## config.mk

```make
export PLATFORM = sky130hd
export DESIGN_NAME = irm_lock_unit
export DESIGN_NICKNAME = d
export VERILOG_FILES = /design/src/rtl/irm_pkg.sv /design/src/rtl/irm_handshake.sv /design/src/rtl/irm_bw_alu.sv /design/src/rtl/irm_chan_alu.sv /design/src/rtl/irm_lock_unit.sv
export SDC_FILE = /design/constraint.sdc
export NUM_CORES = 1
export LEC_CHECK = 0
export ABC_CLOCK_PERIOD_IN_PS = 7200
export BUFFER_PORTS_ARGS = -buffer_cell sky130_fd_sc_hd__buf_4
export CAP_MARGIN = 40
export CORE_MARGIN = 4
export CORE_UTILIZATION = 38
export CTS_BUF_LIST = sky130_fd_sc_hd__clkbuf_16
export DETAILED_ROUTE_END_ITERATION = 6
export SETUP_SLACK_MARGIN = 0.05
export SYNTH_ARGS = -nofsm -noshare
export SYNTH_HDL_FRONTEND = slang
export SYNTH_SLANG_ARGS = --single-unit
```

## constraint.sdc

```tcl
create_clock -name clk -period 7.2 [get_ports clk]
set_input_delay 0.72 -clock clk [delete_from_list [all_inputs] [get_ports clk]]
set_output_delay 0.72 -clock clk [all_outputs]
set_load 0.03 [all_outputs]
```

## src/rtl/irm_pkg.sv

```systemverilog
package irm_pkg;

  localparam int unsigned CODE_W = 4;
  localparam logic [CODE_W-1:0] XC_CMP_SWAP = 4'h2;

  typedef enum logic [1:0] {
    SEL_MGR   = 2'd0,
    SEL_BW    = 2'd1,
    SEL_CH_HI = 2'd2,
    SEL_CH_LO = 2'd3
  } irm_sel_e;

  typedef enum logic [1:0] {
    RC_COMPLETE = 2'd0,
    RC_TYPE_ERR = 2'd1
  } irm_rc_e;

  typedef enum logic [1:0] {
    PH_IDLE = 2'd0,
    PH_EXEC = 2'd1,
    PH_RESP = 2'd2
  } irm_phase_e;

endpackage

```

## src/rtl/irm_handshake.sv

```systemverilog
module irm_handshake
  import irm_pkg::*;
(
  input  logic clk,
  input  logic rst_n,
  input  logic in_valid,
  output logic in_ready,
  output logic take_o,
  output logic exec_o,
  output logic out_valid,
  input  logic out_ready
);

  irm_phase_e phase_q, phase_d;

  always_comb begin
    phase_d = phase_q;
    unique case (phase_q)
      PH_IDLE: if (in_valid) phase_d = PH_EXEC;
      PH_EXEC: phase_d = PH_RESP;
      PH_RESP: if (out_ready) phase_d = PH_IDLE;
      default: phase_d = PH_IDLE;
    endcase
  end

  always_ff @(posedge clk) begin
    if (!rst_n) phase_q <= PH_IDLE;
    else        phase_q <= phase_d;
  end

  assign in_ready  = (phase_q == PH_IDLE);
  assign take_o    = in_valid && in_ready;
  assign exec_o    = (phase_q == PH_EXEC);
  assign out_valid = (phase_q == PH_RESP);

  // an exec cycle is always followed by a response cycle
  a_r2_exec_then_resp: assert property (@(posedge clk) disable iff (!rst_n)
    exec_o |=> out_valid);

endmodule

```

## src/rtl/irm_bw_alu.sv

```systemverilog
module irm_bw_alu #(
  parameter int unsigned W    = 32,
  parameter int unsigned BW_W = 13
) (
  input  logic [W-1:0] cur_i,
  input  logic [W-1:0] data_i,
  input  logic [W-1:0] arg_i,
  output logic         ok_o,
  output logic [W-1:0] nxt_o,
  output logic [W-1:0] ret_o
);

  localparam logic [W-1:0] LIMIT = W'(1) << BW_W;
  localparam logic [W-1:0] MASK  = LIMIT - W'(1);

  logic [W-1:0] data_m;
  logic         arg_in_range;
  logic         grab;
  logic [W-1:0] amount;
  logic [W:0]   grown;
  logic         fits;

  assign data_m       = data_i & MASK;
  assign arg_in_range = (arg_i < LIMIT);
  assign grab         = (arg_i >= data_m);
  assign amount       = grab ? (arg_i - data_m) : (data_m - arg_i);
  assign grown        = {1'b0, cur_i} + {1'b0, amount};
  assign fits         = grab ? (cur_i >= amount) : (grown < {1'b0, LIMIT});

  assign ok_o  = arg_in_range && fits;
  assign ret_o = ok_o ? arg_i : cur_i;

  always_comb begin
    nxt_o = cur_i;
    if (ok_o) begin
      if (grab) nxt_o = cur_i - amount;
      else      nxt_o = grown[W-1:0];
    end
  end

endmodule

```

## src/rtl/irm_chan_alu.sv

```systemverilog
module irm_chan_alu #(
  parameter int unsigned W = 32
) (
  input  logic [W-1:0] cur_i,
  input  logic [W-1:0] data_i,
  input  logic [W-1:0] arg_i,
  output logic         ok_o,
  output logic [W-1:0] nxt_o,
  output logic [W-1:0] ret_o
);

  logic [W-1:0] flip;

  assign flip  = arg_i ^ data_i;
  assign ok_o  = ((arg_i ^ cur_i) & flip) == '0;
  assign nxt_o = ok_o ? (cur_i ^ flip) : cur_i;
  assign ret_o = ok_o ? arg_i : cur_i;

endmodule

```

## src/rtl/irm_lock_unit.sv

```systemverilog
module irm_lock_unit
  import irm_pkg::*;
#(
  parameter int unsigned DATA_W     = 32,
  parameter int unsigned BW_W       = 13,
  parameter int unsigned BW_RESET   = 4915,
  parameter int unsigned MGR_RESET  = 63,
  parameter bit          KEEP_BCAST = 1'b1
) (
  input  logic                clk,
  input  logic                rst_n,
  input  logic                req_valid,
  output logic                req_ready,
  input  logic [1:0]          req_sel,
  input  logic [3:0]          req_code,
  input  logic                req_write,
  input  logic                req_wide,
  input  logic [2*DATA_W-1:0] req_data,
  input  logic [2*DATA_W-1:0] req_arg,
  output logic                rsp_valid,
  input  logic                rsp_ready,
  output logic [2*DATA_W-1:0] rsp_old,
  output logic [1:0]          rsp_code
);

  localparam int unsigned WW = 2 * DATA_W;
  localparam logic [DATA_W-1:0] ONE_N     = {{(DATA_W-1){1'b0}}, 1'b1};
  localparam logic [DATA_W-1:0] CH_HI_RST = ~ONE_N;
  localparam logic [DATA_W-1:0] CH_LO_RST = '1;
  localparam logic [DATA_W-1:0] BW_RST    = DATA_W'(BW_RESET);
  localparam logic [DATA_W-1:0] MGR_RST   = DATA_W'(MGR_RESET);
  localparam logic [DATA_W-1:0] BW_LIMIT  = DATA_W'(1) << BW_W;

  // handshake sequencing
  logic take, exec;

  irm_handshake i_hs (
    .clk       (clk),
    .rst_n     (rst_n),
    .in_valid  (req_valid),
    .in_ready  (req_ready),
    .take_o    (take),
    .exec_o    (exec),
    .out_valid (rsp_valid),
    .out_ready (rsp_ready)
  );

  // captured request
  irm_sel_e          q_sel;
  logic [3:0]        q_code;
  logic              q_write;
  logic              q_wide;
  logic [WW-1:0]     q_data;
  logic [WW-1:0]     q_arg;

  always_ff @(posedge clk) begin
    if (!rst_n) begin
      q_sel   <= SEL_MGR;
      q_code  <= '0;
      q_write <= 1'b0;
      q_wide  <= 1'b0;
      q_data  <= '0;
      q_arg   <= '0;
    end else if (take) begin
      q_sel   <= irm_sel_e'(req_sel);
      q_code  <= req_code;
      q_write <= req_write;
      q_wide  <= req_wide;
      q_data  <= req_data;
      q_arg   <= req_arg;
    end
  end

  // resource registers
  logic [DATA_W-1:0] mgr_q, bw_q, chhi_q, chlo_q;

  // request legality
  logic bad_req;
  assign bad_req = q_write || (q_code != XC_CMP_SWAP) ||
                   (q_wide && (q_sel != SEL_CH_HI));

  // broadcast channel guard on the high half
  logic [DATA_W-1:0] hi_guard;
  generate
    if (KEEP_BCAST) begin : g_keep_bcast
      assign hi_guard = ~ONE_N;
    end else begin : g_free_bcast
      assign hi_guard = '1;
    end
  endgenerate

  // bandwidth path
  logic              bw_ok;
  logic [DATA_W-1:0] bw_nxt, bw_ret;

  irm_bw_alu #(.W(DATA_W), .BW_W(BW_W)) i_bw (
    .cur_i  (bw_q),
    .data_i (q_data[DATA_W-1:0]),
    .arg_i  (q_arg[DATA_W-1:0]),
    .ok_o   (bw_ok),
    .nxt_o  (bw_nxt),
    .ret_o  (bw_ret)
  );

  // narrow channel path
  logic              n_ok;
  logic [DATA_W-1:0] n_cur, n_data, n_nxt, n_ret;

  assign n_cur  = (q_sel == SEL_CH_HI) ? chhi_q : chlo_q;
  assign n_data = q_data[DATA_W-1:0] & ((q_sel == SEL_CH_HI) ? hi_guard : '1);

  irm_chan_alu #(.W(DATA_W)) i_chan_n (
    .cur_i  (n_cur),
    .data_i (n_data),
    .arg_i  (q_arg[DATA_W-1:0]),
    .ok_o   (n_ok),
    .nxt_o  (n_nxt),
    .ret_o  (n_ret)
  );

  // wide channel path
  logic          w_ok;
  logic [WW-1:0] w_cur, w_data, w_nxt, w_ret;

  assign w_cur  = {chhi_q, chlo_q};
  assign w_data = {q_data[WW-1:DATA_W] & hi_guard, q_data[DATA_W-1:0]};

  irm_chan_alu #(.W(WW)) i_chan_w (
    .cur_i  (w_cur),
    .data_i (w_data),
    .arg_i  (q_arg),
    .ok_o   (w_ok),
    .nxt_o  (w_nxt),
    .ret_o  (w_ret)
  );

  // result selection
  logic [WW-1:0] res_old;
  irm_rc_e       res_rc;

  always_comb begin
    res_old = '0;
    res_rc  = RC_COMPLETE;
    if (bad_req) begin
      res_rc = RC_TYPE_ERR;
    end else if (q_wide) begin
      res_old = w_ret;
    end else begin
      unique case (q_sel)
        SEL_MGR:   res_old = {{DATA_W{1'b0}}, mgr_q};
        SEL_BW:    res_old = {{DATA_W{1'b0}}, bw_ret};
        SEL_CH_HI,
        SEL_CH_LO: res_old = {{DATA_W{1'b0}}, n_ret};
        default:   res_old = '0;
      endcase
    end
  end

  // register update, one exec cycle per lock
  always_ff @(posedge clk) begin
    if (!rst_n) begin
      mgr_q  <= MGR_RST;
      bw_q   <= BW_RST;
      chhi_q <= CH_HI_RST;
      chlo_q <= CH_LO_RST;
    end else if (exec && !bad_req) begin
      if (q_wide) begin
        if (w_ok) begin
          chhi_q <= w_nxt[WW-1:DATA_W];
          chlo_q <= w_nxt[DATA_W-1:0];
        end
      end else begin
        unique case (q_sel)
          SEL_MGR:   if (mgr_q == q_arg[DATA_W-1:0]) mgr_q <= q_data[DATA_W-1:0];
          SEL_BW:    if (bw_ok) bw_q <= bw_nxt;
          SEL_CH_HI: if (n_ok) chhi_q <= n_nxt;
          SEL_CH_LO: if (n_ok) chlo_q <= n_nxt;
          default: ;
        endcase
      end
    end
  end

  // response register, held through back-pressure
  logic [WW-1:0] old_q;
  logic [1:0]    rc_q;

  always_ff @(posedge clk) begin
    if (!rst_n) begin
      old_q <= '0;
      rc_q  <= RC_COMPLETE;
    end else if (exec) begin
      old_q <= res_old;
      rc_q  <= res_rc;
    end
  end

  assign rsp_old  = old_q;
  assign rsp_code = rc_q;

  // response stays put while stalled
  a_r2_rsp_hold: assert property (@(posedge clk) disable iff (!rst_n)
    rsp_valid && !rsp_ready |=> rsp_valid && $stable(rsp_old) && $stable(rsp_code));

  // nothing accepted while a response is pending
  a_r2_single_flight: assert property (@(posedge clk) disable iff (!rst_n)
    rsp_valid |-> !req_ready);

  // fixed two-edge latency from acceptance
  a_r3_fixed_latency: assert property (@(posedge clk) disable iff (!rst_n)
    $rose(rsp_valid) |-> $past(req_valid && req_ready, 2));

  // a rejected lock leaves every resource register alone
  a_r4_reject_no_change: assert property (@(posedge clk) disable iff (!rst_n)
    ($rose(rsp_valid) && rsp_code == RC_TYPE_ERR) |->
      $stable(mgr_q) && $stable(bw_q) && $stable(chhi_q) && $stable(chlo_q));

  // bandwidth pool never leaves its 13-bit range
  a_r8_bw_in_range: assert property (@(posedge clk) disable iff (!rst_n)
    bw_q < BW_LIMIT);

  // broadcast channel stays allocated
  generate
    if (KEEP_BCAST) begin : g_chk_bcast
      a_r10_ch31_held: assert property (@(posedge clk) disable iff (!rst_n)
        chhi_q[0] == 1'b0);
    end
  endgenerate

endmodule

```

Word-level counts from Yosys, hierarchy flattened
Cells that the tools add are included.
{ "word_totals": {"regBits": 332} }
{ "op_classes": {"bitwise": 10, "n_eq_ne": 11, "mux": 22, "n_lt_le_gt_ge": 4, "reduce_logical": 20, "n_addsub": 4} }
{ "op_table": {"columns": ["operator", "n"], "rows": [
  ["32-bit 2-to-1 mux", 12],
  ["64-bit 2-to-1 mux", 3],
  ["64-bit case mux with 3 select lines", 1],
  ["64-bit bitwise XOR", 3],
  ["32-bit bitwise XOR", 3],
  ["32-bit AND", 2],
  ["64-bit AND", 1],
  ["64-bit logical NOT", 1],
  ["32-bit by 32-bit adder with 33-bit output", 1],
  ["33-bit by 14-bit < comparator with 1-bit output (second input constant)", 1],
  ["32-bit == test", 1],
  ["32-bit by 13-bit >= comparator with 1-bit output", 1],
  ["32-bit >= comparator", 1],
  ["32-bit logical NOT", 1],
  ["32-bit by 14-bit < comparator with 1-bit output (second input constant)", 1],
  ["13-bit by 32-bit subtractor with 32-bit output", 1],
  ["32-bit by 13-bit subtractor with 32-bit output", 1],
  ["32-bit subtractor", 1],
  ["4-bit AND reduction", 4],
  ["2-bit == test (second input constant)", 3],
  ["2-bit case mux with 3 select lines", 1],
  ["2-bit nonzero test", 3],
  ["2-bit by 1-bit == test with 1-bit output (second input constant)", 2],
  ["1-bit logical AND", 4],
  ["other kinds (11)", 18]
]} }

Depth between registers and ports, before layout
{ "logic_depth": {"ltp_word": 10, "ltp_mapped": 29, "depth_no_buf": 25} }

By module
A second synthesis with hierarchy kept.
{ "hier_totals": {"hier_cells": 3261, "hier_area_um2": 26231.4} }
{ "by_module_without_submodules": {"columns": ["module", "cells_each", "area_per_inst_um2", "instances"], "rows": [
  ["irm_lock_unit", 1554, 13925.9, 1],
  ["irm_bw_alu", 980, 6842.8, 1],
  ["irm_chan_alu at i_chan_w", 488, 3644.7, 1],
  ["irm_chan_alu at i_chan_n", 230, 1725.4, 1],
  ["irm_handshake", 9, 92.6, 1]
]} }

Least setup slack after synthesis
No wires, ideal clock.
{ "synth_path": {"kind": "register to register", "startpoint": "register q_arg[0]", "endpoint": "register old_q[22] (netlist: rsp_old[22])", "path_stages_with_launch": 26, "t_required_ns": 7.081, "synth_period_minus_slack_ns": 6.605, "arrival_ns": 6.486, "n_path_buf": 4, "slack_ns": 0.595, "cell_sequence": "dfxtp_1 clkbuf_1 inv_1 ha_1 inv_1 fa_1 nand3_1 a21oi_1 o311a_1 nor4_2 clkbuf_1 buf_2 mux2i_1 xnor2_1 ha_1 nor2b_1 o31ai_4 a31oi_1 a311o_2 a311oi_1 o211ai_1 or4_4 or3_4 a211oi_4 buf_6 o21ai_2"} }
{ "synth_via": {"elab_chain_len": 10} }
{ "synth_rtl": {"columns": ["element", "line_no", "text"], "rows": [
  ["from (decl)", "irm_lock_unit.sv:54", "logic [WW-1:0] q_arg;"],
  ["from (signal assigned)", "irm_lock_unit.sv:70", "q_arg <= req_arg;"],
  ["13-bit by 32-bit subtractor with 32-bit output (tied with other cells)", "irm_bw_alu.sv:26", "assign amount = grab ? (arg_i - data_m) : (data_m - arg_i);"],
  ["32-bit 2-to-1 mux", "irm_bw_alu.sv:26", null],
  ["32-bit by 32-bit adder with 33-bit output", "irm_bw_alu.sv:27", "assign grown = {1'b0, cur_i} + {1'b0, amount};"],
  ["33-bit by 14-bit < comparator with 1-bit output", "irm_bw_alu.sv:28", "assign fits = grab ? (cur_i >= amount) : (grown < {1'b0, LIMIT});"],
  ["1-bit 2-to-1 mux", "irm_bw_alu.sv:28", null],
  ["1-bit logical AND", "irm_bw_alu.sv:30", "assign ok_o = arg_in_range && fits;"],
  ["32-bit 2-to-1 mux", "irm_bw_alu.sv:31", "assign ret_o = ok_o ? arg_i : cur_i;"],
  ["64-bit case mux with 3 select lines", "irm_lock_unit.sv:149", "unique case (q_sel)"],
  ["64-bit 2-to-1 mux (*)", "irm_lock_unit.sv:146", "end else if (q_wide) begin"],
  ["64-bit 2-to-1 mux (*)", "irm_lock_unit.sv:144", "if (bad_req) begin"],
  ["to (signal assigned)", "irm_lock_unit.sv:193", "old_q <= res_old;"],
  ["to (decl)", "irm_lock_unit.sv:185", "logic [WW-1:0] old_q;"]
]} }
Mark *: on every way between the ends. The rest lies on a longest branch, timed or not. The select of a mux whose other input is x is not followed.
A chain may end at the register's enable or synchronous reset.

Worst setup path after layout
{ "layout_path": {"startpoint": "register q_arg[0]", "endpoint": "register old_q[19] (netlist: rsp_old[19])"} }
The elaborated chain is that of the path after synthesis.

==> metrics.txt <==
Worst-Margin Slew=0.958 ns; FP Rows=92; setup TNS=0 ns; largest net degree at the start of global routing=151; vias=23900; I/O pin count=208; Netlist cell types=92; fmax=145 MHz; worst slack, placed=0.224 ns; # DRC=0; die area=68100 um2; HP Class=in2reg; Crit Path Class=reg2reg; FF+latch count, synth=330; Setup Skew=0.0165 ns; Post-Syn Nets=3436; Syn Area/Cell=7.60 um2; Slew Limit Fails=0; FF-to-FF setup slack=0.30 ns; clock buffer depth=3; Total GRT Usage=25.0%; Routed WL per cell=21.3 um; Final Hold Fails=0; Hold Crit Depth=3; gr ovfl total=0; status=complete, no violations; Core ar.=63200 um2; Clock Latency Late Sink=0.55 ns; Min Hold Slack=0.429 ns; post-layout min period=6.90 ns; Die Ht=261 um; DIE WIDTH=261 um; CTS buffer count=38; initial antenna violation count=6; register area share after synthesis=27.2%; Crit. End Element=flip-flop; max_cap viols=0; layout cell share with drive strength beyond 1=15.1%; Top FF cell, synth=dfxtp_1; number of post-CTS setup repair buffers=0; crit share post-route=95.8%; CTS tree=built; PnR worst setup slack=0.301 ns; DRT Pass-1 Iters=6; largest stage delay on the critical path=0.72 ns; max_slew headroom=36.1%; WP data required=7.63 ns; Initial Util=38.5%; Final ANT Viol Nets=0; RSZ-0062 raised after global routing=yes; crit path buf inv count=6; crit-path max FO=19; Max VDD drop=0.127 mV; first-pass GRT wire length=133000 um; placed cell area=27200 um2; setup violators final=0; DR vias/cell=5.63; H-tree levels=2; fin area=28500 um2; root buf cell=clkbuf_16; Worst-path clk slew=0.06 ns; reg2reg path depth=25; area grow syn2layout=17.2%; Reg-to-Reg End=rsp_old[19]; asr flop ratio synth=0%; Clock Sinks=330; worst flop-to-flop path startpoint=q_arg[0]; slowest CP cell=or4_2; hold path start=req_arg[55]; Critical Path Source Type=flip-flop; vias in the first global route=22100; drt total wl=90200 um; yosys warns=0; power per standard cell area=208 nW/um2; nets=3593; final core occ=45.1%; RePlAce Congestion=0.947; EDFF count, synth=0; dpl hpwl=69200 um; CP Data Arrival Time=7.33 ns; DR iter-0 viols=2334; synthesized instance count=3201; synthesized cell area=24300 um2; leak pwr=11.6 nW; port bufs=205; Top delay family on crit path=compound AO/OA/AOI/OAI gates; Hold Crit Endpoint=q_arg[55]
-- per-layer routing --
layer  part of all wire (%)  global-route usage [%]
met1                     44                    35.3
met5                      0                       0
met3                    8.7                    4.87
met4                    2.5                    6.17
met2                     45                    39.5
-- worst max path at each step --
stage | depth (start not counted) | start | to
floorplan | 25 | q_arg[0] | rsp_old[22]
global placement | 27 | q_arg[0] | rsp_old[2]
detailed placement | 26 | q_arg[0] | bw_q[21]
CTS | 27 | q_arg[0] | rsp_old[10]
global route | 27 | q_arg[2] | rsp_old[10]
finish | 25 | q_arg[0] | rsp_old[19]
-- registers in the layout, indices dropped and copies added (netlist names) --
| register | count |
|---|---|
| bw_q | 32 |
| chhi_q | 32 |
| chlo_q | 32 |
| i_hs.phase_q | 2 |
| mgr_q | 32 |
| q_arg | 64 |
| q_code | 4 |
| q_data | 63 |
| q_sel | 2 |
| q_wide | 1 |
| q_write | 1 |
| rsp_code | 1 |
| rsp_old | 64 |
-- kinds of logic (layout without fill, tap and decap cells) --
logic type | after synthesis | count (layout) | synth area share [%]
DFF | 330 | 330 | 27.2
muxes | 217 | 217 | 9.07
buffers and inverters | 367 | 553 | 6.00
AOI/OAI and AO/OA | 841 | 841 | 23.0
other | 1 | 5 | 0.0154
adders and majority gates | 95 | 95 | 5.01
and+or+nand+nor | 1137 | 1137 | 22.1
xor gates and xnor gates | 213 | 213 | 7.67
-- report_power, final --
group          switching (mW)  total [mW]  internal [mW]
Clock                   0.811        1.86           1.05
Sequential             0.0660        1.94           1.88
Combinational            1.31        2.11          0.806
Total                    2.18        5.92           3.74
-- area by class of cell --
| class | count | area (um2) |
|---|---|---|
| fillers | 6551 | 34700 |
| clock buffers | 39 | 976 |
| diodes | 4 | 10.0 |
| repair buffers | 351 | 2720 |
| flip-flops and latches | 330 | 6610 |
| inverters | 133 | 499 |
| clock inverters | 30 | 184 |
| well taps | 846 | 1060 |
| multi-input cells | 2504 | 16500 |
-- through the flow --
stage	instances	total power, mW
after floorplan	3201	3.34
after global placement	4160	4.01
after detailed placement	4164	4.00
after CTS	4233	5.87
after global routing	4233	6.21
final	4237	5.92
-- cell usage in the layout, fill, tap and decap left out, types with 62 or more instances in the layout --
cell type,Yosys,final
xor2_1,62,62
dfxtp_1,330,328
xnor2_1,151,150
nor3_1,82,82
inv_1,132,139
o21ai_0,150,145
mux2i_1,192,192
a21oi_1,186,184
nor2b_1,83,82
nor2_1,206,205
buf_4,5,344
ha_1,91,88
nand2_1,488,487
a21boi_0,143,142
-- worst reg2reg max path: stages, from the launching register on --
cell	delay [ns]
dfxtp_1	0.31
inv_1	0.06
ha_1	0.19
inv_1	0.07
fa_1	0.45
nand3_2	0.11
a21oi_1	0.13
o311a_4	0.43
or4_2	0.72
buf_4	0.23
nand2_1	0.07
o21ai_1	0.09
buf_4	0.16
xnor2_1	0.29
ha_1	0.32
buf_4	0.18
a21oi_1	0.22
o21ai_0	0.35
o21ai_0	0.45
nand3_1	0.15
xnor2_1	0.15
or4_4	0.57
or3_4	0.45
a211oi_4	0.30
buf_12	0.22
o21ai_0	0.12
-- cell usage after synthesis (39+ instances only) --
library cell / n / area, um2
inv_1: 132 / 495
dfxtp_1: 330 / 6610
a31oi_1: 45 / 282
nor2b_1: 83 / 519
nor2_1: 206 / 773
a21oi_1: 186 / 931
o21ai_0: 150 / 751
nand2_1: 488 / 1830
ha_1: 91 / 1140
clkbuf_1: 170 / 638
xnor2_1: 151 / 1320
mux2i_1: 192 / 1920
o211ai_1: 54 / 405
a21boi_0: 143 / 1070
nor3_1: 82 / 410
xor2_1: 62 / 543
and2_1: 39 / 244
buf_2: 39 / 195
-- timing repair --
action | in CTS | in global routing
gates resized for setup | 0 | 33
hold buffers | 0 | 0
setup endpoints to repair | 0 | 64
Note: power is estimated with default switching activity, not from simulation.
